===== src/rtl/shf_pkg.sv =====
package shf_pkg;
   typedef enum logic [1:0] {
      SHK_LEFT = 2'b00,
      SHK_LSR  = 2'b01,
      SHK_ASR  = 2'b10,
      SHK_RSV  = 2'b11
   } shf_kind_e;

   function automatic logic [63:0] bit_rev64(input logic [63:0] x, input int unsigned w);
      logic [63:0] r;
      r = '0;
      for (int i = 0; i < 64; i++)
         if (i < int'(w)) r[w - 1 - i] = x[i];
      return r;
   endfunction
endpackage


===== src/rtl/shf_count_dec.sv =====
module shf_count_dec
   import shf_pkg::*;
#(
   parameter int AMT_IN_W = 8,
   parameter int CNT_W    = 6
) (
   input  logic [AMT_IN_W-1:0] amt,
   input  logic [1:0]          kind,
   output logic [CNT_W-1:0]    cnt,
   output logic                keep,
   output logic                to_left,
   output logic                sign_fill
);
   if (AMT_IN_W < CNT_W) begin : g_bad_amt
      $error("shf_count_dec: AMT_IN_W must cover CNT_W");
   end

   always_comb begin
      cnt       = amt[CNT_W-1:0];
      keep      = (cnt == '0) || (kind == SHK_RSV);
      to_left   = (kind == SHK_LEFT);
      sign_fill = (kind == SHK_ASR);
   end
endmodule


===== src/rtl/shf_barrel.sv =====
module shf_barrel #(
   parameter int W1         = 33,
   parameter int CNT_W      = 6,
   parameter bit LOG_STAGES = 1'b1
) (
   input  logic [W1-1:0]    word_in,
   input  logic [CNT_W-1:0] cnt,
   input  logic             fill,
   output logic [W1-1:0]    word_out
);
   if (LOG_STAGES) begin : g_stages
      logic [W1-1:0] stg [0:CNT_W];
      assign stg[0] = word_in;
      for (genvar k = 0; k < CNT_W; k++) begin : g_stage
         localparam int SH = 1 << k;
         logic [W1-1:0] moved;
         if (SH >= W1) begin : g_all
            assign moved = {W1{fill}};
         end else begin : g_part
            assign moved = {{SH{fill}}, stg[k][W1-1:SH]};
         end
         assign stg[k+1] = cnt[k] ? moved : stg[k];
      end
      assign word_out = stg[CNT_W];
   end else begin : g_operator
      always_comb begin
         if (fill) word_out = ~((~word_in) >> cnt);
         else      word_out = word_in >> cnt;
      end
   end
endmodule


===== src/rtl/shf_flag_sel.sv =====
module shf_flag_sel
   import shf_pkg::*;
#(
   parameter int DATA_W = 32
) (
   input  logic [DATA_W:0]   shifted,
   input  logic [DATA_W-1:0] value,
   input  logic              keep,
   input  logic              to_left,
   input  logic              carry_prev,
   output logic [DATA_W-1:0] result,
   output logic              carry
);
   logic [DATA_W-1:0] upper;
   logic [63:0]       upper_rev;

   always_comb begin
      upper     = shifted[DATA_W:1];
      upper_rev = bit_rev64(64'(upper), DATA_W);
      if (keep) begin
         result = value;
         carry  = carry_prev;
      end else begin
         result = to_left ? upper_rev[DATA_W-1:0] : upper;
         carry  = shifted[0];
      end
   end
endmodule


===== src/rtl/shf_unit.sv =====
module shf_unit
   import shf_pkg::*;
#(
   parameter int DATA_W     = 32,
   parameter int AMT_IN_W   = 8,
   parameter bit LOG_STAGES = 1'b1
) (
   input  logic                clk,
   input  logic                rst_n,
   input  logic                start,
   input  logic [DATA_W-1:0]   value_in,
   input  logic [AMT_IN_W-1:0] amt_in,
   input  logic [1:0]          kind_in,
   input  logic                carry_in,
   output logic [DATA_W-1:0]   result_out,
   output logic                carry_out,
   output logic                extend_out,
   output logic                done_out
);
   localparam int CNT_W = $clog2(DATA_W) + 1;
   localparam int W1    = DATA_W + 1;

   if (DATA_W < 2 || DATA_W > 63 || (DATA_W & (DATA_W - 1)) != 0) begin : g_bad_w
      $error("shf_unit: DATA_W must be a power of two from 2 to 32");
   end

   logic [CNT_W-1:0]  cnt;
   logic              keep, to_left, sign_fill;
   logic [W1-1:0]     word_in, word_shifted;
   logic [63:0]       val_rev;
   logic [DATA_W-1:0] res_n;
   logic              carry_n;

   shf_count_dec #(.AMT_IN_W(AMT_IN_W), .CNT_W(CNT_W)) u_dec (
      .amt(amt_in), .kind(kind_in), .cnt(cnt), .keep(keep),
      .to_left(to_left), .sign_fill(sign_fill)
   );

   // left shifts run through the right shifter on a bit-reversed word
   always_comb begin
      val_rev = bit_rev64(64'(value_in), DATA_W);
      word_in = to_left ? {val_rev[DATA_W-1:0], 1'b0} : {value_in, 1'b0};
   end

   shf_barrel #(.W1(W1), .CNT_W(CNT_W), .LOG_STAGES(LOG_STAGES)) u_bar (
      .word_in(word_in), .cnt(cnt), .fill(sign_fill & value_in[DATA_W-1]),
      .word_out(word_shifted)
   );

   shf_flag_sel #(.DATA_W(DATA_W)) u_sel (
      .shifted(word_shifted), .value(value_in), .keep(keep), .to_left(to_left),
      .carry_prev(carry_in), .result(res_n), .carry(carry_n)
   );

   always_ff @(posedge clk or negedge rst_n) begin
      if (!rst_n) begin
         result_out <= '0;
         carry_out  <= 1'b0;
         extend_out <= 1'b0;
         done_out   <= 1'b0;
      end else begin
         done_out <= start;
         if (start) begin
            result_out <= res_n;
            carry_out  <= carry_n;
            extend_out <= carry_n;
         end
      end
   end

   assert_done_pulse_R10: assert property (@(posedge clk) disable iff (!rst_n)
      start |=> done_out);
   assert_done_idle_R10: assert property (@(posedge clk) disable iff (!rst_n)
      !start |=> !done_out);
   assert_hold_R10: assert property (@(posedge clk) disable iff (!rst_n)
      !start |=> ($stable(result_out) && $stable(carry_out)));
   assert_ext_eq_R8: assert property (@(posedge clk) disable iff (!rst_n)
      done_out |-> (extend_out == carry_out));
   assert_zero_cnt_R2: assert property (@(posedge clk) disable iff (!rst_n)
      (done_out && $past(amt_in[CNT_W-1:0]) == '0)
         |-> (result_out == $past(value_in) && carry_out == $past(carry_in)));
   assert_big_logic_R6: assert property (@(posedge clk) disable iff (!rst_n)
      (done_out && ($past(kind_in) == SHK_LEFT || $past(kind_in) == SHK_LSR)
         && $past(amt_in[CNT_W-1:0]) > CNT_W'(DATA_W))
         |-> (result_out == '0 && !carry_out));
   assert_asr_sign_R7: assert property (@(posedge clk) disable iff (!rst_n)
      (done_out && $past(kind_in) == SHK_ASR && $past(amt_in[CNT_W-1:0]) >= CNT_W'(DATA_W))
         |-> (result_out == {DATA_W{$past(value_in[DATA_W-1])}}
              && carry_out == $past(value_in[DATA_W-1])));
   assert_rsv_pass_R9: assert property (@(posedge clk) disable iff (!rst_n)
      (done_out && $past(kind_in) == SHK_RSV)
         |-> (result_out == $past(value_in) && carry_out == $past(carry_in)));
endmodule


===== config.mk =====
export PLATFORM = sky130hd
export DESIGN_NAME = shf_unit
export DESIGN_NICKNAME = d
export VERILOG_FILES = /design/src/rtl/shf_pkg.sv /design/src/rtl/shf_count_dec.sv /design/src/rtl/shf_barrel.sv /design/src/rtl/shf_flag_sel.sv /design/src/rtl/shf_unit.sv
export SDC_FILE = /design/constraint.sdc
export NUM_CORES = 1
export LEC_CHECK = 0
export ABC_CLOCK_PERIOD_IN_PS = 1350
export BUFFER_PORTS_ARGS = -buffer_cell sky130_fd_sc_hd__clkbuf_2
export CORE_ASPECT_RATIO = 0.8
export CORE_MARGIN = 1.5
export CORE_UTILIZATION = 45
export DETAILED_ROUTE_END_ITERATION = 8
export PLACE_DENSITY_LB_ADDON = 0.25
export RECOVER_POWER = 100
export SLEW_MARGIN = 5
export SYNTH_ARGS = -nofsm -noshare
export SYNTH_HDL_FRONTEND = slang
export SYNTH_SLANG_ARGS = --single-unit

===== constraint.sdc =====
create_clock -name clk -period 1.35 [get_ports clk]
set_clock_uncertainty 0.1 [all_clocks]
set_input_delay 0.27 -clock clk [delete_from_list [all_inputs] [get_ports clk]]
set_output_delay 0.27 -clock clk [all_outputs]
set_load 0.01 [all_outputs]

**Yosys cells after proc, flatten, opt, wreduce, memory -nomap -nowiden**

Index checks and enable logic that the tools add are counted.

- Flip-flop bits (word level): 34
- Input bits: 46
- Output and inout bits: 35
- Word-level logic and storage cells: 19

- Equal/unequal tests: 2
- Mux-type cells: 10
- Bitwise gates (word level): 1
- Reductions and logical operators: 3

Operators with widths:

| kind | number |
|---|---|
| $mux W33 | 7 |
| $mux W32 | 2 |
| $logic_not A6 Y1 | 1 |
| $eq A2 B2 Y1 const B | 2 |
| $logic_not A2 Y1 | 1 |
| $and A1 B1 Y1 | 1 |
| $logic_or A1 B1 Y1 | 1 |
| $mux W1 | 1 |

**Depth between registers and ports, before layout**

Gate-level depths: netlist (run 1).

- Depth after elaboration: 10
- Depth in mapped cells: 10
- Gate-level depth less buffers: 7

**Cells and area by module**

Synthesis (run 1) repeated with hierarchy kept, for this count alone.

- Cells, all modules: 488
- Area total of the unflattened synthesis: 5027.3 um^2

By module, submodules not included:

| module | instances | cells an instance | area each (um^2) | sequential area each (um^2) |
|---|---|---|---|---|
| shf_barrel | 1 | 259 | 2268.4 | 0.0 |
| shf_unit | 1 | 110 | 1968.1 | 850.8 |
| shf_flag_sel | 1 | 108 | 716.9 | 0.0 |
| shf_count_dec | 1 | 11 | 73.8 | 0.0 |

**Least setup slack after synthesis (run 1)**

No wires, ideal clock.

- Path type: input -> register
- Start point: in amt_in[1]
- End point: reg result_out[3]
- Setup time: 0.123 ns
- Arrival: 2.519 ns
- Required time: 1.127 ns
- Slack: -1.392 ns
- Cell stages on the path: 9
- Buffers on the path: 2
- Cells stage by stage: clkbuf_1 > clkinv_1 > clkbuf_1 > mux4_2 > mux4_2 > and2_1 > a2111oi_1 > a21o_1 > nand2_1

- Word-level cells in the longest chain between the ends: 7
- Elaborated cells between the ends (all ways): 9
- Classes of those cells: 7 x mux; 2 x reduce/logical

Ends and longest elaborated chain:

| item | RTL line | source |
|---|---|---|
| start: declaration | shf_unit.sv:12 | `input logic [AMT_IN_W-1:0] amt_in,` |
| $mux W33 (5 in series) | shf_barrel.sv:22 | `assign stg[k+1] = cnt[k] ? moved : stg[k];` |
| $mux W32 | shf_flag_sel.sv:24 | `result = to_left ? upper_rev[DATA_W-1:0] : upper;` |
| $mux W32 * | shf_flag_sel.sv:20 | `if (keep) begin` |
| end signal: assignment | shf_unit.sv:64 | `result_out <= res_n;` |
| end: declaration | shf_unit.sv:15 | `output logic [DATA_W-1:0] result_out,` |

Every way passes the cells marked *; elsewhere a longest branch is shown, timed or not.
A chain may end at the register's enable or synchronous reset.

**Worst setup path after layout (run 1)**

- Start point: in kind_in[0]
- End point: reg result_out[2]

- Word-level cells in the longest chain between the ends: 10
- Elaborated cells between the ends (all ways): 14
- Classes of those cells: 2 x eq/ne; 9 x mux; 1 x bitwise; 2 x reduce/logical

Ends and longest elaborated chain:

| item | RTL line | source |
|---|---|---|
| start: declaration | shf_unit.sv:13 | `input logic [1:0] kind_in,` |
| $eq A2 B2 Y1 / $logic_not A2 Y1 (equally long branches) | shf_count_dec.sv:22, shf_count_dec.sv:21 |  |
| $and A1 B1 Y1 / $mux W33 (equally long branches) | shf_unit.sv:46, shf_unit.sv:42 |  |
| $mux W33 (6 in series) | shf_barrel.sv:22 |  |
| $mux W32 | shf_flag_sel.sv:24 |  |
| $mux W32 * | shf_flag_sel.sv:20 |  |

Marks and branches as above.

==> results.md, run 1 <==
* Status: complete, but fails checks
* Failing checks: setup timing
* Pwr dens at 724 mW/mm^2
* P_leak at 0.00333 uW
* Worst min-delay path class: in -> reg
* Place WS at -1680 ps
* DR vias at 6620
* Max stage delay on crit path at 580 ps
* Worst Path Required at 1410 ps
* Sequential area share after synthesis at 0.182
* GRT Total Usage at 0.472
* Layout Area Growth over Synthesis at 61.1%
* Actual slew at the worst max-slew pin at 642 ps
* Critical path cell sequence: clkbuf_16, buf_12, nor2_4, buf_12, mux4_2, mux2i_1, mux2i_1, a22o_1, o311ai_2, buf_4, o221ai_2
* Max Fclk at 382 MHz
* Routed wl met2 at 10300 um
* CTS max path bufs at 2
* Wire per inst at 26.4 um
* ANT nets after route at 0
* Sequential power share at 0.229
* Die W at 117 um
* Initial DRC Count at 1087
* Final hold vios at 0
* Clk pin slew, worst setup/hold paths at 50 ps
* Core area at 0.0102 sq mm
* Highest Signal Layer: met5
* Ys async rst share at 1.00
* Metal-1 WL at 9450 um
* Vias per cell at 6.91
* CTS Buf Count at 5
* Clock root cell: clkbuf_16
* GR Overflow Total at 0
* I/O pin count at 81
* YS warnings at 0
* Critical path data arrival time at 2680 ps
* Die H at 94.1 um
* RSZ-0062 raised after global routing: yes
* Netlist cell types at 64
* FF-to-FF path depth at 5
* Max-cap viol count at 0
* Synth top area share at 0.203
* CP startpoint kind: input pin
* Fin crit share at 1.94
* H-tree levels at 2
* Crit path max fanout at 6
* First-pass GRT wire length at 37800 um
* Slew Limit Headroom at 0.560
* HPWL after DPL at 19700 um
* DR WL met3 at 3780 um
* Worst-Skew Late Latency at 280 ps
* Cells after Synth at 553
* Tmin final at 2620 ps
* Largest cells by area after synthesis: mux4_2, dfrtp_1, mux2i_1
* Int Power at 3300 uW
* Critical path class: in -> reg
* Rows at 33
* WHS at 208 ps
* Num Clock Sinks at 34
* Avg Inst Size Synth at 8.43 sq um
* Worst vdd ir at 0.540 mV
* Crit. End Element: flop
* Number of global-route vias before repair at 6240
* Ant. Diodes at 0
* EDFF count, synth at 0
* WHS Path Cells at 2
* Ys flop type: dfrtp_1
* Cell area after synthesis at 0.00466 sq mm
* Layout cells sized above 1 at 0.493
* Psw at 2140 uW
* Synth cell count leaders: nor2_1, nand2_1, mux2i_1
* Clk pwr share at 0.214
* Synth Net Count at 599
* Initial Util at 0.459
* Most common cell in the synthesized netlist: nor2_1
* Final WS setup at -1270 ps
* Largest net degree at the start of global routing at 35
* Yosys top cell by area: mux4_2
* Final setup violating endpoints at 33
* Sw Share at 0.393
* Post-synthesis register bit count at 34
* First-pass iteration count of the detailed router at 6
* Port buffer count at 78
* Drt drc at 0
* WL final at 25300 um
* Slew Limit Fails at 0
* Nets at 863
* Die area at 0.0110 sq mm
* Critical-path top delay cell: mux4_2
* Final weighted congestion in routability-driven placement at 1.08
* Antenna violations before repair at 2
* TritonCTS clock tree: yes
* Comb power frac at 0.556
## metal layers
layer,track usage,vias up
li1,-,2712
met1,0.662,3123
met2,0.679,641
met3,0.130,142
met4,0.205,2
met5,0,-
## critical path: cells and delay by family
family	cells	cell delay [ps]
muxes	3	920
buffers and inverters	4	620
AOI/OAI and AO/OA	3	620
and+or+nand+nor	1	240
## state kept, by name (all words and copies together), names as in the netlist
signal	flops
extend_out	1
done_out	1
result_out	32
## path summary, 6_finish.rpt
kind / start / end / slack [ps]
min in group asynchronous: rst_n / result_out[21] / 490
worst min register to register: result_out[26] / result_out[26] / 380
worst max register to register: result_out[11] / result_out[11] / 190
worst max-delay path: kind_in[0] / result_out[2] / -1270
worst min-delay path: start / result_out[31] / 210
max in group asynchronous: rst_n / result_out[7] / 290
## through the flow
step	utilization	total power (uW)	area [sq um]	cells	setup TNS, ps
4_1_cts	0.704	5160	7150	943	-38210
3_5_place_dp	0.664	3880	6750	928	-52200
5_1_grt	0.740	5650	7510	958	-38650
2_1_floorplan	-	2540	4760	553	-35320
3_3_place_gp	0.664	3830	6750	928	-50940
6_report	0.740	5440	7510	958	-38030
## cells in the final DEF (no fill, tap or decap), types with 12 or more instances in the layout
cell type | netlist | final
buf_4 | 3 | 202
nand2_1 | 48 | 48
nor2_1 | 52 | 47
mux4_2 | 42 | 42
clkbuf_2 | 0 | 41
mux2i_1 | 45 | 37
clkbuf_1 | 43 | 37
a21oi_1 | 40 | 34
dfrtp_1 | 34 | 34
o21ai_0 | 39 | 26
inv_1 | 15 | 15
nor3_1 | 18 | 14
and3_1 | 14 | 13
buf_6 | 0 | 12
## cells by family after synthesis
group,synth area share
buffers and inverters,0.0596
AOI/OAI and AO/OA,0.273
DFF,0.182
and+or+nand+nor,0.171
muxes,0.314
## area by class of cell
cell class                 instances  area (sq um)
tap                              140           175
clock inverter                     1          5.00
sequential                        34           851
clock buffer                       7           143
fill                             784          2650
timing repair buffer             308          2310
inverter                          18          68.8
multi-input combinational        450          3960
## power by group through the flow
stage / sequential (uW) / combinational, uW / clock [uW]
global route: 1260 / 3160 / 1230
global placement: 1250 / 2580 / 0
finish: 1250 / 3030 / 1170
CTS: 1250 / 2750 / 1170
floorplan: 1310 / 1230 / 0
detailed placement: 1260 / 2620 / 0
## timing repair
item / 4_1_cts / 5_1_grt
gates resized for setup: 44 / 62
hold buffers: 1 / 0
gates cloned: 1 / 2
endpoints found under the hold margin: 34 / 0
pin swaps: 13 / 28
setup buffers: 5 / 15
endpoints found under the setup margin: 33 / 33
Power figures use the tool's default switching activity.
==> run 2, diff against run 1 <==
Settings changed: ABC_AREA from default to 1.
==> run 2 against run 1 <==
Synthesized area down 3.8%. Flip-flop and latch count did not move. The run still ends with setup timing left. Wire length fell by 15%. Largest power group unchanged. Global-route usage fell by 10 points. Count of clock-buffer cells in the layout is 2 lower. Worst setup slack better by 750 ps.
==> results.md, run 2 <==
* Final weighted congestion in routability-driven placement at 0.990 (-7.9%)
* Port buffer count at 78 (unchanged)
* Die area at 0.0106 sq mm (-3.6%)
* Failing checks: setup timing
* Most common cell after layout, fill and taps aside: nand3_2
* CTS Buf Count at 5 (unchanged)
* Worst-Skew Late Latency at 290 ps (about the same)
* Most frequent cell on the critical path: nand3_2
* Ys flop type: dfrtp_1
* Critical Path Stages at 14 (+3)
* Die W at 115 um (-1.8%)
* Ant. Diodes at 0 (unchanged)
* Drt drc at 0 (unchanged)
* Status: complete, but fails checks
* DR vias at 6569 (-0.77%)
* ANT nets after route at 0 (unchanged)
* Synth cell count leaders: nand3_1, nand2_1, a21oi_1
* Placed insts at 1048 (+13%)
* Initial Util at 0.465 (+0.00602)
* Regs by FF count: result_out: 32 flops, done_out: 1 flops, extend_out: 1 flops
* Clk pin slew, worst setup/hold paths at 60 ps (about the same)
* Critical Path Sink: result_out[26]
* Pwr dens at 752 mW/mm^2 (+3.8%)
* HPWL after DPL at 14500 um (-26%)
* Largest net degree at the start of global routing at 35 (unchanged)
* CTS max path bufs at 2 (unchanged)
* First-pass iteration count of the detailed router at 6 (unchanged)
* Final WS setup at -517 ps (+754 ps)
* Critical path data arrival time at 1980 ps (-700 ps)
* Max stage delay on crit path at 190 ps (-390 ps)
* Synth top area share at 0.299 (+0.0960)
* Largest cells by area after synthesis: nand3_1, dfrtp_1, nand2_1
* Final hold vios at 0 (unchanged)
* Max-cap viol count at 0 (unchanged)
* R2r startpoint: result_out[24]
* Core area at 0.00965 sq mm (-5.0%)
* FF-to-FF path depth at 2 (-3)
* Post-synthesis register bit count at 34 (unchanged)
* CP startpoint kind: input pin
* Worst min-delay path class: in -> reg
* Num Clock Sinks at 34 (unchanged)
* Final setup violating endpoints at 33 (unchanged)
* H-tree levels at 2 (unchanged)
* YS warnings at 0 (unchanged)
* P_leak at 0.00359 uW (+7.9%)
* Largest Register: result_out
* Worst Path Required at 1460 ps (+50 ps)
* Crit. End Element: flop
* Sequential area share after synthesis at 0.190 (+0.00712)
* Cell area after synthesis at 0.00449 sq mm (-3.8%)
* Reg2reg end: result_out[24]
* FF/Latch Area at 851 sq um (unchanged)
* Ys async rst share at 1.00 (unchanged)
* Slew Limit Fails at 0 (unchanged)
* R2r setup slk at 560 ps (+370 ps)
* Initial DRC Count at 783 (-28%)
* RSZ-0062 raised after global routing: yes
* Netlist cell types at 28 (-56%)
* Number of fill cells at 765 (-2.4%)
* Multi-input logic area at 0.00446 sq mm (+13%)
* Slew Limit Headroom at 0.704 (+0.144)
* Actual slew at the worst max-slew pin at 444 ps (-198 ps)
* Tmin final at 1870 ps (-754 ps)
* Critical-path top delay cell: nand4_1
* Max Fclk at 536 MHz (+40%)
* Critical path class: in -> reg
* Worst vdd ir at 0.518 mV (-4.0%)
* Synth Net Count at 849 (+42%)
* WL final at 21500 um (-15%)
* Number of global-route vias before repair at 5760 (-7.7%)
* Wire per inst at 20.2 um (-23%)
* Clock root cell: clkbuf_16
* Buffers & Inverters on Critical Path at 3 (-1)
* Crit path max fanout at 4 (-2)
* Nets at 973 (+13%)
* Avg Inst Size Synth at 5.59 sq um (-34%)
* I/O pin count at 81 (unchanged)
* Critical path cell sequence: buf_8, nor2_4, buf_6, clkbuf_16, nand2_4, o21ai_4, nand2_1, nand3_2, nand3_2, nand3_2, nand3_2, nand4_1, nand3_2, a21oi_1
* Fin crit share at 1.38 (-0.559)
* WHS at 198 ps (-10.4 ps)
* GRT Total Usage at 0.371 (-0.102)
* Yosys top cell by area: nand3_1
* Family with the most delay on the worst path: simple AND/OR/NAND/NOR gates
* Antenna violations before repair at 0 (-2)
* Most common cell in the synthesized netlist: nand3_1
* Final core occ at 0.749 (+0.00898)
* GR Overflow Total at 0 (unchanged)
* Highest-count cells in the layout ignoring fill and taps: nand3_2, nand2_1, nand3_1
* TritonCTS clock tree: yes
* Beginning of the critical path: kind_in[1]
* Rows at 32 (-3.0%)
* Layout cells sized above 1 at 0.541 (+0.0483)
* Cells after Synth at 803 (+45%)
* Die H at 92.3 um (-1.8%)
* Largest register FFs at 32 (unchanged)
* First-pass GRT wire length at 30400 um (-20%)
* Layout Area Growth over Synthesis at 60.9% (about the same)
* Vias per cell at 6.17 (-11%)
* EDFF count, synth at 0 (unchanged)
* Cell Count, Final, Fillers Out at 1064 (+11%)
-- run 2: layout make-up --
class	instances	share of cell area
multi-input combinational	659	0.617
clock buffer	5	0.0173
tap	136	0.0236
clock inverter	3	0.00953
sequential	34	0.118
timing repair buffer	177	0.187
inverter	50	0.0274
-- run 2: kinds of logic (layout without fill, tap and decap cells) --
kind of cell | after synthesis | after routing | synth area share
simple gates | 576 | 577 | 0.599
compound gates | 82 | 82 | 0.0981
buf+inv | 111 | 235 | 0.113
flops | 34 | 34 | 0.190
-- run 2: how the worst min path moves through the flow --
stage | end | startpoint | slack (ps) | depth (start not counted)
floorplan | done_out | rst_n | -130 | 0
global placement | result_out[11] | rst_n | 120 | 1
detailed placement | result_out[26] | rst_n | 120 | 1
CTS | extend_out | carry_in | 190 | 5
global route | result_out[9] | value_in[9] | 220 | 3
finish | result_out[9] | value_in[9] | 200 | 3
-- run 2: metal layers --
| metal | global-route usage | vias to the layer above | routed length [um] |
|---|---|---|---|
| met1 | 0.508 | 3076 | 8710 |
| li1 | - | 2978 | - |
| met5 | 0 | - | 0 |
| met4 | 0.157 | 0 | 1250 |
| met2 | 0.560 | 427 | 9490 |
| met3 | 0.0831 | 88 | 2060 |
-- run 2: worst reg2reg max path: cells and delay by family (launching register included) --
family	cells	cell delay (ps)
flops	1	420
simple gates	1	110
compound gates	1	50
-- run 2: timing repair --
action,CTS,global route
endpoints found under the hold margin,14,0
setup endpoints to repair,33,33
hold buffers,1,0
gates cloned,2,2
resized for setup,55,262
buffers inserted,2,2
pin swaps,6,70
-- run 2: where the power goes --
part           total (uW)  switching [uW]  leakage, uW  internal (uW)
combinational        2660            1670      0.00310            985
clock                1540             481    0.0000940           1060
sequential           1230            79.3     0.000396           1150
-- run 2: metrics by stage --
step                TNS, ps  instance area (sq um)  setup WS, ps  total power, uW
finish               -14770                   7220          -517             5430
global route         -16950                   7220          -639             5670
CTS                  -12930                   6090          -447             4900
detailed placement   -23540                   5600          -806             3260
global placement     -21970                   5600          -786             3240
floorplan             -7470                   4570          -259             2470
